File: config.mk
export PLATFORM = sky130hd
export DESIGN_NAME = e1_ts_distributor
export DESIGN_NICKNAME = d
export VERILOG_FILES = /design/src/rtl/e1d_pkg.sv /design/src/rtl/e1d_bit_framer.sv /design/src/rtl/e1d_map_table.sv /design/src/rtl/e1d_loop_fifo.sv /design/src/rtl/e1_ts_distributor.sv
export SDC_FILE = /design/constraint.sdc
export NUM_CORES = 1
export LEC_CHECK = 0
export BUFFER_PORTS_ARGS = -buffer_cell sky130_fd_sc_hd__buf_2
export CAP_MARGIN = 5
export CORE_ASPECT_RATIO = 2
export CORE_UTILIZATION = 62
export DETAILED_ROUTE_END_ITERATION = 12
export PLACE_DENSITY = 0.82
export SLEW_MARGIN = 15
export SYNTH_ARGS = -nofsm -noshare
export SYNTH_HDL_FRONTEND = slang
export SYNTH_SLANG_ARGS = --single-unit
File: constraint.sdc
create_clock -name clk -period 4.85 [get_ports clk]
set_input_delay 0 -clock clk [delete_from_list [all_inputs] [get_ports clk]]
set_output_delay 0 -clock clk [all_outputs]
set_load 0.05 [all_outputs]
File: src/rtl/e1d_pkg.sv
// Package: shared sizes, register addresses and control layout for the
// E1 timeslot-to-loop distributor. Assumes an 8-bit timeslot.
package e1d_pkg;
    localparam int TS_NUM      = 32;
    localparam int TS_BITS     = 8;
    localparam int FRAME_BITS  = TS_NUM * TS_BITS;
    localparam int POS_W       = $clog2(FRAME_BITS);
    localparam int SUB_W       = $clog2(TS_BITS);
    localparam int TS_W        = $clog2(TS_NUM);
    localparam int LOOPS       = 3;

    localparam logic [2:0] ADDR_CTRL = 3'd0;
    localparam logic [2:0] ADDR_MAP0 = 3'd1;
    localparam logic [2:0] ADDR_STAT = 3'd4;

    typedef struct packed {
        logic load;     // bit 4: copy shadow on next frame start
        logic three;    // bit 3: three-loop mode
        logic fp_int;   // bit 2: internal frame pulse
        logic ais;      // bit 1: all-ones substitution
        logic clk_nom;  // bit 0: nominal strobe
    } ctrl_t;
endpackage

File: src/rtl/e1d_bit_framer.sv
// Bit framer: picks the bit strobe and the frame source, tracks the bit
// position in the 256-bit frame and assembles timeslot bytes MSB first.
// Assumes strobes are single-cycle enables in the clk domain.
module e1d_bit_framer
    import e1d_pkg::*;
(
    input  logic            clk,
    input  logic            rst_n,
    input  ctrl_t           ctrl,
    input  logic            e1_bit,
    input  logic            rec_bit_en,
    input  logic            nom_bit_en,
    input  logic            ext_fp,
    output logic            frame_start,
    output logic            byte_valid,
    output logic [TS_W-1:0] byte_ts,
    output logic [7:0]      byte_data
);
    logic [POS_W-1:0] bitcnt;
    logic [POS_W-1:0] pos;
    logic [6:0]       shreg;
    logic             tick;
    logic             fp_now;

    // Select strobe and frame source, derive the position of this bit.
    always_comb begin
        tick        = ctrl.clk_nom ? nom_bit_en : rec_bit_en;
        fp_now      = ctrl.fp_int ? (bitcnt == '0) : ext_fp;
        pos         = fp_now ? '0 : bitcnt;
        byte_data   = {shreg, (ctrl.ais | e1_bit)};
        byte_valid  = tick && (pos[SUB_W-1:0] == '1);
        byte_ts     = pos[POS_W-1:SUB_W];
        frame_start = tick && (pos == '0);
    end

    // Advance bit counter and shift register on each selected strobe.
    always_ff @(posedge clk) begin
        if (!rst_n) begin
            bitcnt <= '0;
            shreg  <= '0;
        end else if (tick) begin
            bitcnt <= pos + 1'b1;
            shreg  <= byte_data[6:0];
        end
    end

    AST_NO_TICK_HOLD: assert property (@(posedge clk) disable iff (!rst_n)
        !tick |=> $stable(bitcnt) && $stable(shreg));
endmodule

File: src/rtl/e1d_map_table.sv
// Map table: control register plus shadow and active timeslot maps.
// Shadow is copied to active on the first frame-start strobe after the
// load bit is set; the load bit then clears itself.
module e1d_map_table
    import e1d_pkg::*;
(
    input  logic                          clk,
    input  logic                          rst_n,
    input  logic                          cfg_we,
    input  logic [2:0]                    cfg_addr,
    input  logic [31:0]                   cfg_wdata,
    input  logic                          frame_start,
    output ctrl_t                         ctrl,
    output logic [LOOPS-1:0][TS_NUM-1:0]  shadow,
    output logic [LOOPS-1:0][TS_NUM-1:0]  active
);
    logic copy_now;

    // A copy takes place only at a frame boundary with load pending.
    always_comb copy_now = frame_start && ctrl.load;

    // Control register; software write wins over self-clear.
    always_ff @(posedge clk) begin
        if (!rst_n)
            ctrl <= '0;
        else if (cfg_we && cfg_addr == ADDR_CTRL)
            ctrl <= ctrl_t'(cfg_wdata[4:0]);
        else if (copy_now)
            ctrl.load <= 1'b0;
    end

    for (genvar k = 0; k < LOOPS; k++) begin : g_map
        // Shadow map of loop k, written by software.
        always_ff @(posedge clk) begin
            if (!rst_n)
                shadow[k] <= '0;
            else if (cfg_we && cfg_addr == ADDR_MAP0 + 3'(k))
                shadow[k] <= cfg_wdata[TS_NUM-1:0];
        end

        // Active map of loop k, refreshed only at a frame boundary.
        always_ff @(posedge clk) begin
            if (!rst_n)
                active[k] <= '0;
            else if (copy_now)
                active[k] <= shadow[k];
        end
    end

    AST_LOAD_AT_BOUNDARY: assert property (@(posedge clk) disable iff (!rst_n)
        $fell(ctrl.load) |-> $past(frame_start) || $past(cfg_we));
    AST_ACTIVE_HOLD: assert property (@(posedge clk) disable iff (!rst_n)
        !ctrl.load |=> $stable(active));
endmodule

File: src/rtl/e1d_loop_fifo.sv
// Loop FIFO: synchronous show-ahead FIFO with sticky overflow and
// underflow flags. A write into a full FIFO is dropped; a read of an
// empty FIFO leaves the state unchanged. Flags clear on request.
module e1d_loop_fifo #(
    parameter int W     = 9,
    parameter int DEPTH = 16
) (
    input  logic         clk,
    input  logic         rst_n,
    input  logic         wr_en,
    input  logic [W-1:0] wr_data,
    input  logic         rd_en,
    output logic [W-1:0] rd_data,
    output logic         empty,
    input  logic         clr_ovf,
    input  logic         clr_udf,
    output logic         ovf,
    output logic         udf
);
    localparam int PW = (DEPTH > 1) ? $clog2(DEPTH) : 1;
    localparam int CW = $clog2(DEPTH + 1);

    logic [W-1:0]  mem [DEPTH];
    logic [PW-1:0] wptr, rptr;
    logic [CW-1:0] count;
    logic          full, push, pop;

    // Derive occupancy state and accepted operations.
    always_comb begin
        full    = (count == CW'(DEPTH));
        empty   = (count == '0);
        push    = wr_en && !full;
        pop     = rd_en && !empty;
        rd_data = mem[rptr];
    end

    // Storage write, no reset needed.
    always_ff @(posedge clk) begin
        if (push) mem[wptr] <= wr_data;
    end

    // Pointers, count and sticky flags.
    always_ff @(posedge clk) begin
        if (!rst_n) begin
            wptr  <= '0;
            rptr  <= '0;
            count <= '0;
            ovf   <= 1'b0;
            udf   <= 1'b0;
        end else begin
            if (push) wptr <= (wptr == PW'(DEPTH - 1)) ? '0 : wptr + 1'b1;
            if (pop)  rptr <= (rptr == PW'(DEPTH - 1)) ? '0 : rptr + 1'b1;
            count <= count + CW'(push) - CW'(pop);
            ovf   <= (ovf & ~clr_ovf) | (wr_en & full);
            udf   <= (udf & ~clr_udf) | (rd_en & empty);
        end
    end

    AST_NO_OVERFLOW: assert property (@(posedge clk) disable iff (!rst_n)
        count <= CW'(DEPTH));
    AST_DROP_WHEN_FULL: assert property (@(posedge clk) disable iff (!rst_n)
        (wr_en && full && !rd_en) |=> $stable(count) && ovf);
    AST_OVF_STICKY: assert property (@(posedge clk) disable iff (!rst_n)
        (ovf && !clr_ovf) |=> ovf);
    AST_UDF_STICKY: assert property (@(posedge clk) disable iff (!rst_n)
        (udf && !clr_udf) |=> udf);
endmodule

File: src/rtl/e1_ts_distributor.sv
// E1 timeslot-to-loop distributor top: frames the E1 bit stream, routes
// each timeslot byte to the lowest loop whose active map claims it, tags
// each loop's first byte per frame, and exposes a register port.
// Assumes single-cycle strobes synchronous to clk.
module e1_ts_distributor
    import e1d_pkg::*;
#(
    parameter int FIFO_DEPTH = 16
) (
    input  logic                 clk,
    input  logic                 rst_n,
    input  logic                 cfg_we,
    input  logic [2:0]           cfg_addr,
    input  logic [31:0]          cfg_wdata,
    output logic [31:0]          cfg_rdata,
    input  logic                 e1_bit,
    input  logic                 rec_bit_en,
    input  logic                 nom_bit_en,
    input  logic                 ext_fp,
    input  logic [LOOPS-1:0]     lp_rd_en,
    output logic [LOOPS-1:0]     lp_empty,
    output logic [LOOPS*8-1:0]   lp_rd_data,
    output logic [LOOPS-1:0]     lp_rd_sof
);
    ctrl_t                         ctrl;
    logic [LOOPS-1:0][TS_NUM-1:0]  shadow, active;
    logic                          frame_start, byte_valid;
    logic [TS_W-1:0]               byte_ts;
    logic [7:0]                    byte_data;
    logic [LOOPS-1:0]              fifo_wr, first_q, ovf, udf;
    logic [LOOPS-1:0]              clr_ovf, clr_udf;

    e1d_bit_framer u_framer (
        .clk(clk), .rst_n(rst_n), .ctrl(ctrl), .e1_bit(e1_bit),
        .rec_bit_en(rec_bit_en), .nom_bit_en(nom_bit_en), .ext_fp(ext_fp),
        .frame_start(frame_start), .byte_valid(byte_valid),
        .byte_ts(byte_ts), .byte_data(byte_data)
    );

    e1d_map_table u_table (
        .clk(clk), .rst_n(rst_n), .cfg_we(cfg_we), .cfg_addr(cfg_addr),
        .cfg_wdata(cfg_wdata), .frame_start(frame_start),
        .ctrl(ctrl), .shadow(shadow), .active(active)
    );

    // Route a completed byte to the lowest enabled loop claiming it.
    always_comb begin
        logic taken;
        taken   = 1'b0;
        fifo_wr = '0;
        for (int k = 0; k < LOOPS; k++) begin
            if (!taken && active[k][byte_ts] && (k < LOOPS - 1 || ctrl.three)) begin
                fifo_wr[k] = byte_valid;
                taken      = 1'b1;
            end
        end
    end

    // Status clear strobes from a write to the status register.
    always_comb begin
        clr_ovf = (cfg_we && cfg_addr == ADDR_STAT) ? cfg_wdata[LOOPS-1:0]   : '0;
        clr_udf = (cfg_we && cfg_addr == ADDR_STAT) ? cfg_wdata[LOOPS+3:4]   : '0;
    end

    // Per-loop frame-start marks: armed at frame start, spent on a write.
    always_ff @(posedge clk) begin
        if (!rst_n)
            first_q <= '0;
        else if (frame_start)
            first_q <= '1;
        else
            first_q <= first_q & ~fifo_wr;
    end

    for (genvar k = 0; k < LOOPS; k++) begin : g_loop
        e1d_loop_fifo #(.W(9), .DEPTH(FIFO_DEPTH)) u_fifo (
            .clk(clk), .rst_n(rst_n),
            .wr_en(fifo_wr[k]), .wr_data({first_q[k], byte_data}),
            .rd_en(lp_rd_en[k]),
            .rd_data({lp_rd_sof[k], lp_rd_data[k*8 +: 8]}),
            .empty(lp_empty[k]),
            .clr_ovf(clr_ovf[k]), .clr_udf(clr_udf[k]),
            .ovf(ovf[k]), .udf(udf[k])
        );
    end

    // Register read multiplexer.
    always_comb begin
        cfg_rdata = '0;
        if (cfg_addr == ADDR_CTRL)
            cfg_rdata = 32'(ctrl);
        else if (cfg_addr == ADDR_STAT)
            cfg_rdata = {25'd0, udf, 1'b0, ovf};
        else if (cfg_addr >= ADDR_MAP0 && cfg_addr < ADDR_MAP0 + 3'(LOOPS))
            cfg_rdata = 32'(shadow[cfg_addr - ADDR_MAP0]);
    end

    AST_ONE_DEST: assert property (@(posedge clk) disable iff (!rst_n)
        $onehot0(fifo_wr));
    AST_LOOP3_IDLE: assert property (@(posedge clk) disable iff (!rst_n)
        !ctrl.three |-> !fifo_wr[LOOPS-1]);
    AST_WRITE_ON_BYTE: assert property (@(posedge clk) disable iff (!rst_n)
        (fifo_wr != '0) |-> byte_valid);
endmodule

==> results of run 1 <==
report_power, final:
| part | switching, mW | leakage [nW] | internal, mW |
|---|---|---|---|
| registers | 0.168 | 6.01 | 6.44 |
| logic | 1.24 | 3.65 | 0.842 |
| clock network | 2.15 | 0.929 | 2.61 |
worst min path at each step:
stage	startpoint	end	slack (ns)
floorplan	cfg_wdata[0]	u_table.shadow[0]$_SDFFE_PN0P_	0.14
global placement	cfg_wdata[20]	u_table.shadow[52]$_SDFFE_PN0P_	0.26
detailed placement	cfg_wdata[17]	u_table.shadow[49]$_SDFFE_PN0P_	0.27
CTS	rec_bit_en	u_framer.bitcnt[0]$_SDFFE_PN0P_	0.01
global route	cfg_addr[1]	u_table.shadow[38]$_SDFFE_PN0P_	0.09
finish	cfg_addr[1]	u_table.shadow[38]$_SDFFE_PN0P_	0.02
cells by family (layout without fill, tap and decap cells):
| family | after synthesis | after routing | share of synthesized area (%) |
|---|---|---|---|
| mux | 207 | 207 | 13.3 |
| buf+inv | 189 | 336 | 2.66 |
| fa+ha+maj | 43 | 43 | 1.94 |
| simple gates | 735 | 735 | 10.8 |
| compound gates | 366 | 366 | 7.09 |
| xor+xnor | 13 | 13 | 0.395 |
| flops | 704 | 704 | 63.8 |
metrics by stage:
stage	utilization [%]	power [mW]
after global placement	65.0	8.69
after CTS	70.1	13.5
after floorplan	-	8.27
final	70.1	13.4
after detailed placement	65.0	8.77
after global routing	70.1	13.8
timing repair:
| action | CTS | global route |
|---|---|---|
| endpoints found under the hold margin | 126 | 9 |
| buffers inserted | 0 | 0 |
| resized for setup | 0 | 0 |
| hold buffers | 40 | 3 |
area by class of cell:
class                           count  share of cell area [%]
Sequential cell                   704                    57.3
Timing Repair Buffer              191                    3.97
Multi-Input combinational cell   1364                    30.1
Clock inverter                     34                    1.07
Tap cell                          565                    2.20
Clock buffer                       73                    4.85
Inverter                           38                   0.459
placed cells by master (no fill, tap or decap), drive strengths merged, types with 7 or more instances in the layout:
cell type and instances:
nor2 127, xor2 7, and3 38, clkbuf 73, mux4 141, nor2b 20
dlygate4sd3 43, dfxtp 272, or3 8, o21ai 30, and2 19, inv 41
edfxtp 432, a31oi 9, nand2 465, a211oi 7, nand3 22, nor3 13
mux2i 58, buf 148, ha 40, nand2b 9, mux2 8, clkinv 22
a21oi 270
critical path: stages (launching register included):
cell and delay (ns):
dfxtp_2 0.75, buf_4 0.32, mux2i_1 0.10, a211oi_1 0.23, o21ai_0 0.11, a21boi_0 0.46
a211oi_4 0.13, a311oi_2 1.03, nand2_1 0.21, nor2_1 0.74
routing by layer:
metal / part of all wire (%) / global-route usage [%] / up-vias
li1: - / - / 8383
met1: 32 / 31.5 / 9230
met2: 56 / 60.2 / 763
met3: 4.5 / 3.61 / 237
met4: 7.3 / 20.9 / 0
met5: 0 / 0 / -
flip-flops by register name, summed over array words and instances, names as in the netlist, 5 cells and up, named ones only:
register / cells
g_loop.u_fifo.count: 15
g_loop.u_fifo.mem: 432
g_loop.u_fifo.rptr: 12
g_loop.u_fifo.wptr: 12
u_framer.bitcnt: 8
u_framer.shreg: 7
u_table.active: 96
u_table.ctrl: 5
u_table.shadow: 96
==> flow_summary.ini, run 1 <==
[routing]
drc = 0
dr.first_iter.drc_count = 1563
ant_nets = 0
wire_per_inst_um = 24.6
drt-total-wl_um = 73100
dr.pass1.iters = 5
vias = 18613
viasPerCell = 6.27

[critical_path]
timing.rr.start = u_framer.bitcnt[3]$_SDFFE_PN0P_
startpoint = u_framer.bitcnt[3]$_SDFFE_PN0P_
crit_required_ns = 5.10
criticalPathCategory = reg -> reg
r2r_slack_ns = 0.36
reg2reg_depth = 9
cp-endpoint = g_loop[0].u_fifo.mem[13][1]$_DFFE_PP_
cp-end-kind = register
cp-start-kind = register
arrival_ns = 4.74
critPathMaxFanout = 29
r2r_end = g_loop[0].u_fifo.mem[13][1]$_DFFE_PP_

[synthesis]
synth_most_common_cell = nand2_1
synth_nets = 2345
ys_seq_area_share_pct = 63.8
syn_area_um2 = 28900
syn_area_per_cell_um2 = 12.8
synthCells = 2257
synth_cell_types = 66
synthArstFlopShare_pct = 0
synth_edf_count = 432
yosys.area.top_type_share_pct = 45.0
ys.flop_type = edfxtp_1
yosysTopAreaCell = edfxtp_1
synth_area_leaders = edfxtp_1, dfxtp_1, mux4_2
synth_common_cells = nand2_1, edfxtp_1, dfxtp_1
yosys_warnings = 0
synth-seq-cells = 704

[sta]
finalClockSkew_ns = 0.0133
post-route-min-period_ns = 4.49
relSlewSlack_pct = 19.2
fin_crit_sh_pct = 92.6
hold_viol = 0
fmax_mhz = 223
drv_slew = 0
fin_ws_ns = 0.358
rsz0062_at_grt = no
holdWs_ns = 0.0201
tightest_slew_ns = 1.21
fin_tns_setup_ns = 0
setup_viol = 0

[cells_and_area]
multi_input_area_um2 = 9680
fin_cells = 2969
drive_gt1_share_pct = 16.6
final_cell_area_um2 = 32100
fin_nets = 2444
areaGrowthSynthToFinish_pct = 11.4
fillers = 3044
diodes = 0
seq_area_um2 = 18400

[global_route]
grt_pass1_wl_um = 110000
gr-usage-all-layers_pct = 31.5
antenna_found_initial = 2
gr-total-overflow = 0
grt_pass1_vias = 18744
grt_max_degree = 151

[placement]
hpwl_um = 48700
place_congestion = 0.973
dp.cells = 2819
portBuffers = 106
pre_cts_ws_ns = 0.440
postPlaceCellArea_um2 = 29800

[floorplan]
dieArea_um2 = 47500
die_h_um = 307
core_area_um2 = 45800
row_count = 111
fp.dieW_um = 155
ioPinCount = 107
start_util_pct = 63.0

[clock_network]
clock_sinks = 704
clockBufferDepth = 3
htreeDepth = 2
clk_latency_ns = 0.63
cts_buffers = 57
cts_root_buf = clkbuf_16
clk_pin_slew_ns = 0.07
cts_tree = built

[pwr]
p_leak_nw = 10.6
ir_drop_uv = 304
cellPowerDensity_nw_per_um2 = 418

[outcome]
status = finished, final reports clean

[flow_run]
cap_violations = 0

[hold_path]
hp-class = in -> reg
holdPathStages = 5
(Power assumes the default switching activity.)
==> inputs of run 2 (changes only) <==
Settings changed: SYNTH_HIERARCHICAL from default to 1.
==> flow_summary.ini, run 2 <==
[synthesis]
synth_edf_count = 432
synth_nets = 2324
synth_common_cells = edfxtp_1, dfxtp_1, nand2_1
yosysTopAreaCell = edfxtp_1
yosys_warnings = 6
ys_seq_area_share_pct = 60.9
syn_area_um2 = 30200
synth_area_leaders = edfxtp_1, dfxtp_1, mux2i_1
ys.flop_type = edfxtp_1
synthCells = 2241
synthArstFlopShare_pct = 0
yosys.area.top_type_share_pct = 42.9
synth-seq-cells = 704
synth_cell_types = 65
synth_most_common_cell = edfxtp_1
syn_area_per_cell_um2 = 13.5

[routing]
wire_per_inst_um = 24.9
ant_nets = 0
drt-total-wl_um = 75200
viasPerCell = 6.26
dr.pass1.iters = 5
drc = 0
vias = 18910
dr.first_iter.drc_count = 1417

[pwr]
p_leak_nw = 11.6
switchingPower_mw = 3.46
p_int_mw = 9.81
power_frac_seq_pct = 50.0
p_sw_share_pct = 26.1
pwr-share-clk_pct = 35.6
combPwrFrac_pct = 14.4
power.total_mw = 13.3
cellPowerDensity_nw_per_um2 = 396
ir_drop_uv = 321

[floorplan]
fp.dieW_um = 158
ioPinCount = 107
row_count = 114
start_util_pct = 62.7
dieArea_um2 = 49700
core_area_um2 = 48200
die_h_um = 314

[clock_network]
clock_sinks = 704
clockBufferDepth = 3
cts_tree = built
cts_root_buf = clkbuf_16
clk_pin_slew_ns = 0.07
clk_latency_ns = 0.62
cts_buffers = 56
htreeDepth = 2

[cells_and_area]
largestRegisters = g_loop.u_fifo/mem x432, u_table/active x96, u_table/shadow x96
final_common_cell = edfxtp_1
largest-register = g_loop.u_fifo/mem
layout_common_cells = edfxtp_1, dfxtp_1, nand2_1, mux2i_1, a21oi_1
diodes = 0
areaGrowthSynthToFinish_pct = 10.8
fillers = 3324
largest_register_ffs = 432
drive_gt1_share_pct = 18.3
fin_nets = 2421

[sta]
hold_viol = 0
relSlewSlack_pct = 25.6
setup_viol = 0
rsz0062_at_grt = no
fmax_mhz = 224
fin_tns_setup_ns = 0
fin_crit_sh_pct = 92.2
finalClockSkew_ns = 0.0335
tightest_slew_ns = 1.11
drv_slew = 0
post-route-min-period_ns = 4.47

[critical_path]
cp-end-kind = register
crit_required_ns = 5.36
critPathMaxFanout = 19
cp-start-kind = register
arrival_ns = 4.98
criticalPathCategory = reg -> reg

[global_route]
gr-usage-all-layers_pct = 30.8
antenna_found_initial = 1
grt_pass1_vias = 19455
grt_pass1_wl_um = 113000
gr-total-overflow = 0
grt_max_degree = 195

[placement]
place_congestion = 0.901
portBuffers = 106
hpwl_um = 49500

[flow_run]
cap_violations = 0

[outcome]
status = finished, final reports clean

[hold_path]
hp-class = in -> reg
==> run 2: cell count changes after synthesis, sizes merged, moves of 17 or more <==
cell    before  now
a22oi        5   65
mux4       141  115
and2        19   43
a21bo        0   96
nand2      465  241
buf         55   80
mux2i       58  171
and3        38    5
clkbuf      96   69
a21boi       1   18
nand3       22  132
a21oi      270  154
==> run 2: path summary, 6_finish.rpt <==
kind                                                      from                                    to  slack [ns]  depth (start not counted)
worst max-delay path              u_table/ctrl[2]$_SDFFE_PN0P_  g_loop[2].u_fifo/count[4]$_SDFF_PN0_        0.38                         18
worst min-delay path                               cfg_addr[2]          u_table/ctrl[4]$_SDFFE_PN0P_        0.21                          3
worst max register to register    u_table/ctrl[2]$_SDFFE_PN0P_  g_loop[2].u_fifo/count[4]$_SDFF_PN0_        0.38                         18
worst min register to register  u_framer/shreg[3]$_SDFFE_PN0P_        u_framer/shreg[3]$_SDFFE_PN0P_        0.47                          2
==> run 2: metrics by stage <==
| stage | cell area [um^2] | hold WS (ns) | util (%) | cells | setup slack (ns) |
|---|---|---|---|---|---|
| detailed placement | 31100 | 0.306 | 64.5 | 2876 | 0.243 |
| CTS | 33500 | 0.140 | 69.4 | 3023 | 0.271 |
| floorplan | 30200 | 0.122 | - | 2241 | 0.847 |
| global placement | 31100 | 0.289 | 64.5 | 2876 | 0.387 |
| global route | 33500 | 0.186 | 69.4 | 3023 | 0.0438 |
| finish | 33500 | 0.213 | 69.4 | 3023 | 0.376 |
==> run 2: layout make-up <==
cell class,instances,area (um^2),area share [%]
well taps,638,798,2.38
clock inverters,31,357,1.07
flip-flops and latches,704,18400,55.1
multi-input cells,1355,10900,32.5
clock buffers,74,1570,4.69
repair buffers,191,1330,3.98
inverters,30,113,0.336
==> run 2: repair_timing <==
item,in CTS,in global routing
resized for setup,0,3
endpoints found under the hold margin,154,0
endpoints found under the setup margin,0,1
hold buffers,42,0
buffers inserted,0,0
==> run 2: logic make-up after synthesis <==
family,synth area share [%]
AO/OA/AOI/OAI,9.09
adder cells (fa/ha/maj),1.65
AND/OR/NAND/NOR,9.78
buffers and inverters,3.22
flip-flops,60.9
multiplexers,14.9
XOR/XNOR,0.435
==> run 2: worst max-delay path, stage by stage, from the launching register on <==
cell and delay, ns:
dfxtp_1 0.38, nand2b_1 0.16, and2_2 0.48, buf_4 0.28, mux2i_1 0.21, a22oi_1 0.10, nand2_1 0.11, o22ai_1 0.07
nand3b_1 0.22, nor4_4 0.49, nand2_1 0.20, nand3_1 0.19, nand2_1 0.08, ha_1 0.23, fa_1 0.43, a21oi_1 0.17
nor2_1 0.07, or3_1 0.33, and3_1 0.17
==> run 2: power by group through the flow <==
stage / Clock (mW) / Combinational, mW / Sequential (mW)
after floorplan: 0 / 1.55 / 6.64
after global placement: 0 / 1.79 / 6.75
after detailed placement: 0 / 1.86 / 6.76
after CTS: 4.78 / 1.90 / 6.63
after global routing: 5.00 / 2.04 / 6.65
final: 4.72 / 1.91 / 6.63
==> run 2: per-layer routing <==
metal  up-vias  wire length (um)  global-route usage, %
met5         -                12                      0
met4         2              6430                   23.5
met3       277              3760                   3.90
met2       753             40600                   56.2
met1      9313             24400                   31.2
li1       8565                 -                      -
